[config.mk]
export PLATFORM = sky130hd
export DESIGN_NAME = int_entry_seq
export DESIGN_NICKNAME = d
export VERILOG_FILES = /design/src/rtl/ise_pkg.sv /design/src/rtl/ise_arb.sv /design/src/rtl/ise_nmi_det.sv /design/src/rtl/ise_seq.sv /design/src/rtl/int_entry_seq.sv
export SDC_FILE = /design/constraint.sdc
export NUM_CORES = 1
export LEC_CHECK = 0
export CAP_MARGIN = 0
export CORE_UTILIZATION = 27
export CTS_CLUSTER_DIAMETER = 80
export DETAILED_ROUTE_END_ITERATION = 10
export DONT_BUFFER_PORTS = 1
export GPL_TIMING_DRIVEN = 0
export MAX_ROUTING_LAYER = met4
export SLEW_MARGIN = 15
export SYNTH_ARGS = -nofsm -noshare
export SYNTH_HDL_FRONTEND = slang
export SYNTH_SLANG_ARGS = --single-unit
[constraint.sdc]
create_clock -name clk -period 5.2 [get_ports clk]
set_input_delay 1.04 -clock clk [delete_from_list [all_inputs] [get_ports clk]]
set_output_delay 1.04 -clock clk [all_outputs]
set_load 0.05 [all_outputs]
[src/rtl/ise_pkg.sv]
// Shared types and constants of the interrupt entry sequencer.
// Assumes a 16-bit flags word with trap at bit 8, enable at bit 9, overflow at bit 11.
package ise_pkg;
    typedef enum logic [3:0] {
        S_IDLE, S_ACK, S_TYPE, S_PUSH_F, S_PUSH_CS, S_PUSH_IP,
        S_RD_OFF, S_RD_SEG, S_DONE
    } seq_state_t;

    localparam int TYPE_DIV  = 0;
    localparam int TYPE_STEP = 1;
    localparam int TYPE_NMI  = 2;
    localparam int TYPE_OVF  = 4;

    localparam int BIT_TF = 8;
    localparam int BIT_IE = 9;
    localparam int BIT_OF = 11;
endpackage

[src/rtl/ise_arb.sv]
// Source arbiter: picks one pending source at an accepted boundary.
// Assumes take_ok already combines the boundary strobe with the idle state.
module ise_arb #(
    parameter int TW = 8
) (
    input  logic          take_ok,
    input  logic          div_err,
    input  logic          ovf_chk,
    input  logic          of_flag,
    input  logic          swi_req,
    input  logic [TW-1:0] swi_type,
    input  logic          nmi_pend,
    input  logic          intr,
    input  logic          ie_flag,
    input  logic          tf_flag,
    output logic          go,
    output logic          go_mask,
    output logic          go_nmi,
    output logic [TW-1:0] go_type
);
    import ise_pkg::*;

    // Fixed priority chain, highest first.
    always_comb begin
        go      = 1'b0;
        go_mask = 1'b0;
        go_nmi  = 1'b0;
        go_type = '0;
        if (take_ok) begin
            if (div_err) begin
                go = 1'b1; go_type = TW'(TYPE_DIV);
            end else if (ovf_chk && of_flag) begin
                go = 1'b1; go_type = TW'(TYPE_OVF);
            end else if (swi_req) begin
                go = 1'b1; go_type = swi_type;
            end else if (nmi_pend) begin
                go = 1'b1; go_nmi = 1'b1; go_type = TW'(TYPE_NMI);
            end else if (intr && ie_flag) begin
                go = 1'b1; go_mask = 1'b1;
            end else if (tf_flag) begin
                go = 1'b1; go_type = TW'(TYPE_STEP);
            end
        end
    end
endmodule

[src/rtl/ise_nmi_det.sv]
// Non-maskable edge detector with a pending latch.
// Assumes nmi is already synchronous to clk. A new edge wins over a same-cycle clear.
module ise_nmi_det (
    input  logic clk,
    input  logic rst_n,
    input  logic nmi,
    input  logic clr,
    output logic pend
);
    logic nmi_q;

    // Keep last level and latch rising edges until serviced.
    always_ff @(posedge clk) begin
        if (!rst_n) begin
            nmi_q <= 1'b0;
            pend  <= 1'b0;
        end else begin
            nmi_q <= nmi;
            if (nmi && !nmi_q) pend <= 1'b1;
            else if (clr)      pend <= 1'b0;
        end
    end
endmodule

[src/rtl/ise_seq.sv]
// Dispatch sequencer: optional acknowledge handshake, three stack pushes,
// two vector reads, then a one-cycle jump strobe.
// Assumes start is only raised while idle and that TW+2 <= DW.
module ise_seq #(
    parameter int DW = 16,
    parameter int TW = 8
) (
    input  logic          clk,
    input  logic          rst_n,
    input  logic          start,
    input  logic          start_mask,
    input  logic [TW-1:0] start_type,
    input  logic [DW-1:0] flags_word,
    input  logic [DW-1:0] cs_in,
    input  logic [DW-1:0] ip_in,
    input  logic [DW-1:0] sp_in,
    input  logic [TW-1:0] dev_type,
    input  logic [DW-1:0] mem_rdata,
    input  logic          mem_ready,
    output logic          inta,
    output logic          mem_req,
    output logic          mem_we,
    output logic          mem_stack,
    output logic [DW-1:0] mem_addr,
    output logic [DW-1:0] mem_wdata,
    output logic          busy,
    output logic          jump,
    output logic [DW-1:0] new_cs,
    output logic [DW-1:0] new_ip,
    output logic [DW-1:0] new_sp
);
    import ise_pkg::*;

    localparam int            PADW     = DW - TW - 2;
    localparam logic [DW-1:0] WORD_B   = DW'(2);

    seq_state_t    state;
    logic [TW-1:0] type_r;
    logic [DW-1:0] fw_r, cs_r, ip_r, sp_r;
    logic [DW-1:0] entry_base;

    assign entry_base = {{PADW{1'b0}}, type_r, 2'b00};

    // State walk and capture of the interrupted context.
    always_ff @(posedge clk) begin
        if (!rst_n) begin
            state  <= S_IDLE;
            type_r <= '0;
            fw_r   <= '0;
            cs_r   <= '0;
            ip_r   <= '0;
            sp_r   <= '0;
            new_cs <= '0;
            new_ip <= '0;
        end else begin
            unique case (state)
                S_IDLE: if (start) begin
                    type_r <= start_type;
                    fw_r   <= flags_word;
                    cs_r   <= cs_in;
                    ip_r   <= ip_in;
                    sp_r   <= sp_in;
                    state  <= start_mask ? S_ACK : S_PUSH_F;
                end
                S_ACK:  state <= S_TYPE;
                S_TYPE: begin
                    type_r <= dev_type;
                    state  <= S_PUSH_F;
                end
                S_PUSH_F:  if (mem_ready) begin sp_r <= sp_r - WORD_B; state <= S_PUSH_CS; end
                S_PUSH_CS: if (mem_ready) begin sp_r <= sp_r - WORD_B; state <= S_PUSH_IP; end
                S_PUSH_IP: if (mem_ready) begin sp_r <= sp_r - WORD_B; state <= S_RD_OFF;  end
                S_RD_OFF:  if (mem_ready) begin new_ip <= mem_rdata;   state <= S_RD_SEG;  end
                S_RD_SEG:  if (mem_ready) begin new_cs <= mem_rdata;   state <= S_DONE;    end
                S_DONE:    state <= S_IDLE;
                default:   state <= S_IDLE;
            endcase
        end
    end

    // Memory port drive decoded from the current step.
    always_comb begin
        mem_req   = 1'b0;
        mem_we    = 1'b0;
        mem_stack = 1'b0;
        mem_addr  = '0;
        mem_wdata = '0;
        unique case (state)
            S_PUSH_F, S_PUSH_CS, S_PUSH_IP: begin
                mem_req   = 1'b1;
                mem_we    = 1'b1;
                mem_stack = 1'b1;
                mem_addr  = sp_r - WORD_B;
                mem_wdata = (state == S_PUSH_F)  ? fw_r :
                            (state == S_PUSH_CS) ? cs_r : ip_r;
            end
            S_RD_OFF: begin
                mem_req  = 1'b1;
                mem_addr = entry_base;
            end
            S_RD_SEG: begin
                mem_req  = 1'b1;
                mem_addr = entry_base + WORD_B;
            end
            default: ;
        endcase
    end

    assign inta   = (state == S_ACK);
    assign busy   = (state != S_IDLE);
    assign jump   = (state == S_DONE);
    assign new_sp = sp_r;
endmodule

[src/rtl/int_entry_seq.sv]
// Interrupt entry sequencer top: owns the enable and trap flags, the
// non-maskable latch, the source arbiter and the dispatch sequencer.
// Assumes all inputs are synchronous to clk and that strobes last one cycle.
module int_entry_seq #(
    parameter int DW = 16,
    parameter int TW = 8
) (
    input  logic          clk,
    input  logic          rst_n,
    input  logic          boundary,
    input  logic          div_err,
    input  logic          ovf_chk,
    input  logic          swi_req,
    input  logic [TW-1:0] swi_type,
    input  logic          nmi,
    input  logic          intr,
    output logic          inta,
    input  logic [TW-1:0] dev_type,
    input  logic          ie_set,
    input  logic          ie_clr,
    input  logic          tf_set,
    input  logic          tf_clr,
    input  logic [DW-1:0] flags_in,
    input  logic [DW-1:0] cs_in,
    input  logic [DW-1:0] ip_in,
    input  logic [DW-1:0] sp_in,
    output logic          mem_req,
    output logic          mem_we,
    output logic          mem_stack,
    output logic [DW-1:0] mem_addr,
    output logic [DW-1:0] mem_wdata,
    input  logic [DW-1:0] mem_rdata,
    input  logic          mem_ready,
    output logic          busy,
    output logic          jump,
    output logic [DW-1:0] new_cs,
    output logic [DW-1:0] new_ip,
    output logic [DW-1:0] new_sp,
    output logic          ie_flag,
    output logic          tf_flag
);
    import ise_pkg::*;

    logic          nmi_pend, go, go_mask, go_nmi;
    logic [TW-1:0] go_type;
    logic [DW-1:0] flags_word;

    // Enable and trap flags: entry clears, then clear command, then set command.
    always_ff @(posedge clk) begin
        if (!rst_n) begin
            ie_flag <= 1'b0;
            tf_flag <= 1'b0;
        end else begin
            if (jump || ie_clr) ie_flag <= 1'b0;
            else if (ie_set)    ie_flag <= 1'b1;
            if (jump || tf_clr) tf_flag <= 1'b0;
            else if (tf_set)    tf_flag <= 1'b1;
        end
    end

    // Flags word to be stacked, carrying the live enable and trap bits.
    always_comb begin
        flags_word         = flags_in;
        flags_word[BIT_IE] = ie_flag;
        flags_word[BIT_TF] = tf_flag;
    end

    ise_nmi_det u_nmi (
        .clk   (clk),
        .rst_n (rst_n),
        .nmi   (nmi),
        .clr   (go_nmi),
        .pend  (nmi_pend)
    );

    ise_arb #(.TW(TW)) u_arb (
        .take_ok  (boundary && !busy),
        .div_err  (div_err),
        .ovf_chk  (ovf_chk),
        .of_flag  (flags_in[BIT_OF]),
        .swi_req  (swi_req),
        .swi_type (swi_type),
        .nmi_pend (nmi_pend),
        .intr     (intr),
        .ie_flag  (ie_flag),
        .tf_flag  (tf_flag),
        .go       (go),
        .go_mask  (go_mask),
        .go_nmi   (go_nmi),
        .go_type  (go_type)
    );

    ise_seq #(.DW(DW), .TW(TW)) u_seq (
        .clk        (clk),
        .rst_n      (rst_n),
        .start      (go),
        .start_mask (go_mask),
        .start_type (go_type),
        .flags_word (flags_word),
        .cs_in      (cs_in),
        .ip_in      (ip_in),
        .sp_in      (sp_in),
        .dev_type   (dev_type),
        .mem_rdata  (mem_rdata),
        .mem_ready  (mem_ready),
        .inta       (inta),
        .mem_req    (mem_req),
        .mem_we     (mem_we),
        .mem_stack  (mem_stack),
        .mem_addr   (mem_addr),
        .mem_wdata  (mem_wdata),
        .busy       (busy),
        .jump       (jump),
        .new_cs     (new_cs),
        .new_ip     (new_ip),
        .new_sp     (new_sp)
    );
endmodule

==> results of run 1 <==
==> cell type report <==
type	instances	area, sq um
Fill cell	2049	12890
Clock buffer	9	225.2
Sequential cell	112	2242
Buffer	52	209.0
Inverter	9	33.78
Tap cell	234	292.8
Clock inverter	7	72.57
Multi-Input combinational cell	504	2740
==> stage by stage <==
stage | util (%) | hold slack (ns) | instances
3_5_place_dp | 29.50 | 0.4471 | 911
2_1_floorplan | - | 0.4322 | 677
6_report | 31.09 | 0.4566 | 927
5_1_grt | 31.09 | 0.4730 | 927
3_3_place_gp | 29.04 | 0.4419 | 911
4_1_cts | 31.09 | 0.4577 | 927
==> worst max-delay path, cell delays in order (launching register included) <==
cell and delay [ns]:
dfxtp_1 0.53, inv_1 0.17, ha_1 0.27, or4b_4 0.54, or2_4 0.28, or4_4 0.45
xor2_1 0.16, nor2_1 0.70
==> layer usage <==
layer	GRT usage (%)	share of wire, %	vias to the layer above
li1	-	-	2346
met1	23.56	43	2203
met2	30.05	46	190
met3	7.624	10	14
met4	4.396	1.0	0
met5	-	0	-
==> power breakdown <==
part / internal, mW / switching [mW] / leakage [nW]
Sequential: 0.996 / 0.330 / 0.913
Combinational: 0.426 / 0.987 / 0.840
Clock: 0.341 / 0.366 / 0.143
Total: 1.76 / 1.68 / 1.90
==> registers in the layout, indices dropped and copies added, names as in the netlist, 4 cells and up <==
name / count
u_seq.cs_r: 16
u_seq.fw_r: 16
u_seq.ip_r: 16
u_seq.new_cs: 16
u_seq.new_ip: 16
u_seq.new_sp: 16
u_seq.state: 4
u_seq.type_r: 8
==> cell usage after synthesis (2+ instances only) <==
master,number
nor4_1,4
buf_2,5
o221a_2,2
and2_1,5
and3_1,3
a21oi_1,97
buf_4,2
a211oi_1,20
o21ai_0,19
buf_1,6
dfxtp_1,112
nor2_1,49
o21a_1,2
nor3_1,10
nand2_1,193
a31oi_1,4
a22oi_1,9
or3_1,4
nand3_1,6
xor2_1,4
nand3b_1,3
o211ai_1,4
xnor2_1,10
clkinv_1,2
a222oi_1,2
o31ai_1,4
inv_1,7
clkbuf_1,39
nand2b_1,2
or4_1,2
mux2i_1,18
==> kinds of logic after synthesis <==
family / share of synthesized area (%)
compound gates: 20.67
xor+xnor: 2.385
fa+ha+maj: 0.2434
buf+inv: 4.722
flops: 43.62
mux: 3.724
simple gates: 24.63
==> worst max-delay path by stage <==
stage                               start      endpoint  slack (ns)  cells after the start
after CTS                 u_seq.new_sp[1]  mem_addr[15]        0.68                      7
final                     u_seq.new_sp[1]  mem_addr[15]        0.70                      7
after detailed placement  u_seq.new_sp[1]  mem_addr[15]        1.09                      7
after floorplan           u_seq.new_sp[1]   mem_addr[8]        1.28                      5
after global routing      u_seq.new_sp[1]  mem_addr[15]        0.54                      7
after global placement     u_seq.state[2]  mem_wdata[8]        0.77                      6
==> run summary, run 1 <==
dpl ws: 1.088 ns
fin. max-slew vios: 0
Hold Path Origin: u_seq.cs_r[10]
Leakage: 1.896 nW
CTS resizes: 0
Yosys warning total: 0
fmax: 222.1 MHz
Routability Congestion: 0.8412
vias in the first global route: 4,704
final instance area: 5816 sq um
Critical R2R Launch: u_seq.new_sp[1]
Die ar.: 19,590 sq um
NumNets Final: 798
ratio of cells with drive above 1 in the final layout: 8.081%
Tot Pwr: 3.446 mW
post-CTS setup buffer count: 0
Req. time, crit path: 4.16 ns
r2r worst-path depth: 7
post-placement cell area: 5518 sq um
Routed Antenna Nets: 0
Gate Count Post-Synth: 677
Die Y: 140.0 microns
Clock Latency Late Sink: 0.36 ns
Syn Area/Cell: 7.592 sq um
reg2reg end: u_seq.new_sp[11]
Pwr Density: 592.5 nW/um^2
Vias/cell: 5.127
first-pass GRT wire length: 27,670 microns
worst-path maximum fanout: 6
synth top area cells: dfxtp_1 (44%), nand2_1 (14%), a21oi_1 (9.4%), nor2_1 (3.6%), mux2i_1 (3.5%)
per-cell routed wire length: 19.90 microns
largest net degree at the start of global routing: 22
count of cell types in the netlist: 59
ys flop type: dfxtp_1
crit start category: register
Antenna diodes: 0
DR vias: 4,753
number of H-tree levels: 3
GRT Total Usage: 19.38%
HP Class: reg2reg
clock sinks: 112
reg2reg setup slack: 2.18 ns
post-synth top area cell: dfxtp_1
WL final: 18,450 microns
worst path arrival time: 3.46 ns
Cell Area, Synth: 5140 sq um
crit share post-route: 86.58%
share of the synthesized area in the top cell type: 43.62%
Async SR Flop Fraction: 0%
initial antenna violation count: 0
Post-route DRC: 0
Core Region: 18,710 sq um
Hold Path Stages: 2
Final Worst Setup Slack: 0.6978 ns
Final HPWL DP: 14,200 microns
drt first pass iters: 5
area grow syn2layout: 13.15%
worst slew pin tran: 1.070 ns
sequential share of the synthesized area: 43.62%
maximum vdd drop: 0.0002212 V
initial drt markers: 254
max_slew headroom: 28.20%
cts hold-fix bufs: 0
Die W: 140.0 microns
buffer depth of the longest clock path: 2
setup TNS: 0 ns
total congestion overflow: 0
IO Pins: 197
Clock Tree Root: clkbuf_16
Synth Register Bits: 112
max_cap viols: 0
CTS tree: yes
# rows: 50
CTS clk-pin slew, worst paths: 0.08 ns
commonest non-fill, non-tap cell in the layout: nand2_1
WS Path Type: reg2out
Hold EP: u_seq.cs_r[10]
most frequent cells in the layout: nand2_1 (193), dfxtp_1 (112), a21oi_1 (97), nor2_1 (49), clkbuf_1 (39)
RSZ-0062 raised after global routing: false
Post-Route Skew: 0.01373 ns
final setup vio count: 0
Syn Nets: 787
Final Hold Fails: 0
I/O Buffers: 0
status: finished, final reports clean
starting density of the core: 27.48%
Post-synth EDFFs: 0
CTS Buf Count: 9
critical path endpoint category: output pin
Final min period: 4.502 ns
Note: power is estimated with default switching activity, not from simulation.
==> run 2, diff against run 1 <==
--- a/config.mk
+++ b/config.mk
@@ -6,7 +6,7 @@
 export NUM_CORES = 1
 export LEC_CHECK = 0
 export CAP_MARGIN = 0
-export CORE_UTILIZATION = 27
+export CORE_UTILIZATION = 46
 export CTS_CLUSTER_DIAMETER = 80
 export DETAILED_ROUTE_END_ITERATION = 10
 export DONT_BUFFER_PORTS = 1
==> run summary, run 2 (synthesis gave the netlist of run 1 again) <==
fmax: 221.3 MHz
Top delay family on crit path: simple AND/OR/NAND/NOR gates
r2r worst-path depth: 7
Post-route DRC: 0
cts hold-fix bufs: 0
WS Path Type: reg2out
Die W: 107.7 microns
area grow syn2layout: 9.640%
I/O Buffers: 0
initial antenna violation count: 0
vias in the first global route: 4,795
max_cap viols: 0
Clock Latency Late Sink: 0.40 ns
drt first pass iters: 5
total congestion overflow: 0
Die Y: 107.7 microns
Routed Antenna Nets: 0
CTS Buf Count: 9
Req. time, crit path: 4.16 ns
CTS tree: yes
WL final: 16,040 microns
initial drt markers: 357
buffer depth of the longest clock path: 2
RSZ-0062 raised after global routing: false
Antenna diodes: 0
per-cell routed wire length: 19.26 microns
Leakage: 1.872 nW
ratio of cells with drive above 1 in the final layout: 8.081%
Final Hold Fails: 0
CP max stage delay: 0.70 ns
first-pass GRT wire length: 24,360 microns
cells along the critical path: inv_1 -> ha_1 -> or4b_4 -> or2_4 -> or4_4 -> xor2_1 -> nor2_1
dpl ws: 1.116 ns
crit start category: register
critical path endpoint category: output pin
max_slew headroom: 29.20%
commonest non-fill, non-tap cell in the layout: nand2_1
clock sinks: 112
Core Region: 10,840 sq um
worst path bufs/invs: 1
largest net degree at the start of global routing: 21
Final Worst Setup Slack: 0.6822 ns
IO Pins: 197
Post-Route Skew: 0.008524 ns
maximum vdd drop: 0.0003655 V
Clock Tree Root: clkbuf_8
most frequent cells in the layout: nand2_1 (193), dfxtp_1 (112), a21oi_1 (97), nor2_1 (49), clkbuf_1 (39)
post-CTS setup buffer count: 0
HP Class: reg2reg
Final min period: 4.518 ns
final instance area: 5635 sq um
Pwr Density: 591.2 nW/um^2
# rows: 38
CTS resizes: 0
GRT Total Usage: 28.70%
status: finished, final reports clean
CTS clk-pin slew, worst paths: 0.11 ns
number of H-tree levels: 3
Die ar.: 11,600 sq um
crit share post-route: 86.88%
final core utilization: 51.99%
NumNets Final: 798
worst-path maximum fanout: 6
DR vias: 4,882
Routability Congestion: 0.8761
Hold Path Stages: 2
post-placement cell area: 5400 sq um
starting density of the core: 47.41%
worst path arrival time: 3.48 ns
worst slew pin tran: 1.055 ns
final setup vio count: 0
Vias/cell: 5.861
Crit-path slowest cell: nor2_1
WHS: 0.4630 ns
fin. max-slew vios: 0
setup TNS: 0 ns
Final HPWL DP: 11,830 microns
critical path depth: 7
-- run 2: cell types whose count changed in the layout (fill, tap and decap cells not counted), sizes merged --
| cell | before | now |
|---|---|---|
| clkinv | 5 | 4 |
| clkinvlp | 1 | 0 |
| bufinv | 0 | 2 |
-- run 2: metal layers --
metal | routed length (microns) | GRT usage (%) | share of wire (%)
met5 | 0 | - | 0
met4 | 333 | 9.393 | 2.1
met3 | 1583 | 9.443 | 9.9
met2 | 7408 | 45.51 | 46
met1 | 6715 | 34.29 | 42
-- run 2: power by group --
group | leakage (nW) | internal (mW) | switching (mW) | total (mW)
Clock | 0.119 | 0.283 | 0.331 | 0.614
Sequential | 0.913 | 0.996 | 0.320 | 1.32
Combinational | 0.840 | 0.426 | 0.975 | 1.40
-- run 2: final timing paths --
| check | endpoint | slack (ns) | from |
|---|---|---|---|
| max reg2reg | u_seq.new_sp[11] | 2.23 | u_seq.new_sp[1] |
| min reg2reg | u_seq.ip_r[5] | 0.46 | u_seq.ip_r[5] |
| max | mem_addr[15] | 0.68 | u_seq.new_sp[1] |
| min | u_seq.ip_r[5] | 0.46 | u_seq.ip_r[5] |
-- run 2: worst register-to-register path: cells and delay by family (launching register included) --
kind	cells	cell delay (ns)
AND/OR/NAND/NOR	3	1.52
flip-flops	1	0.54
AO/OA/AOI/OAI	1	0.33
adder cells (fa/ha/maj)	1	0.25
buffers and inverters	1	0.18
XOR/XNOR	1	0.10
-- run 2: layout make-up --
cell class	instances	area [sq um]
fill	1098	5205
inverter	9	33.78
tap	140	175.2
clock buffer	9	123.9
multi-input combinational	504	2740
clock inverter	7	111.4
sequential	112	2242
buffer	52	209.0
-- run 2: stage by stage --
stage | power (mW) | instances
detailed placement | 2.720 | 817
floorplan | 2.385 | 677
global route | 3.515 | 833
global placement | 2.660 | 817
CTS | 3.331 | 833
finish | 3.332 | 833
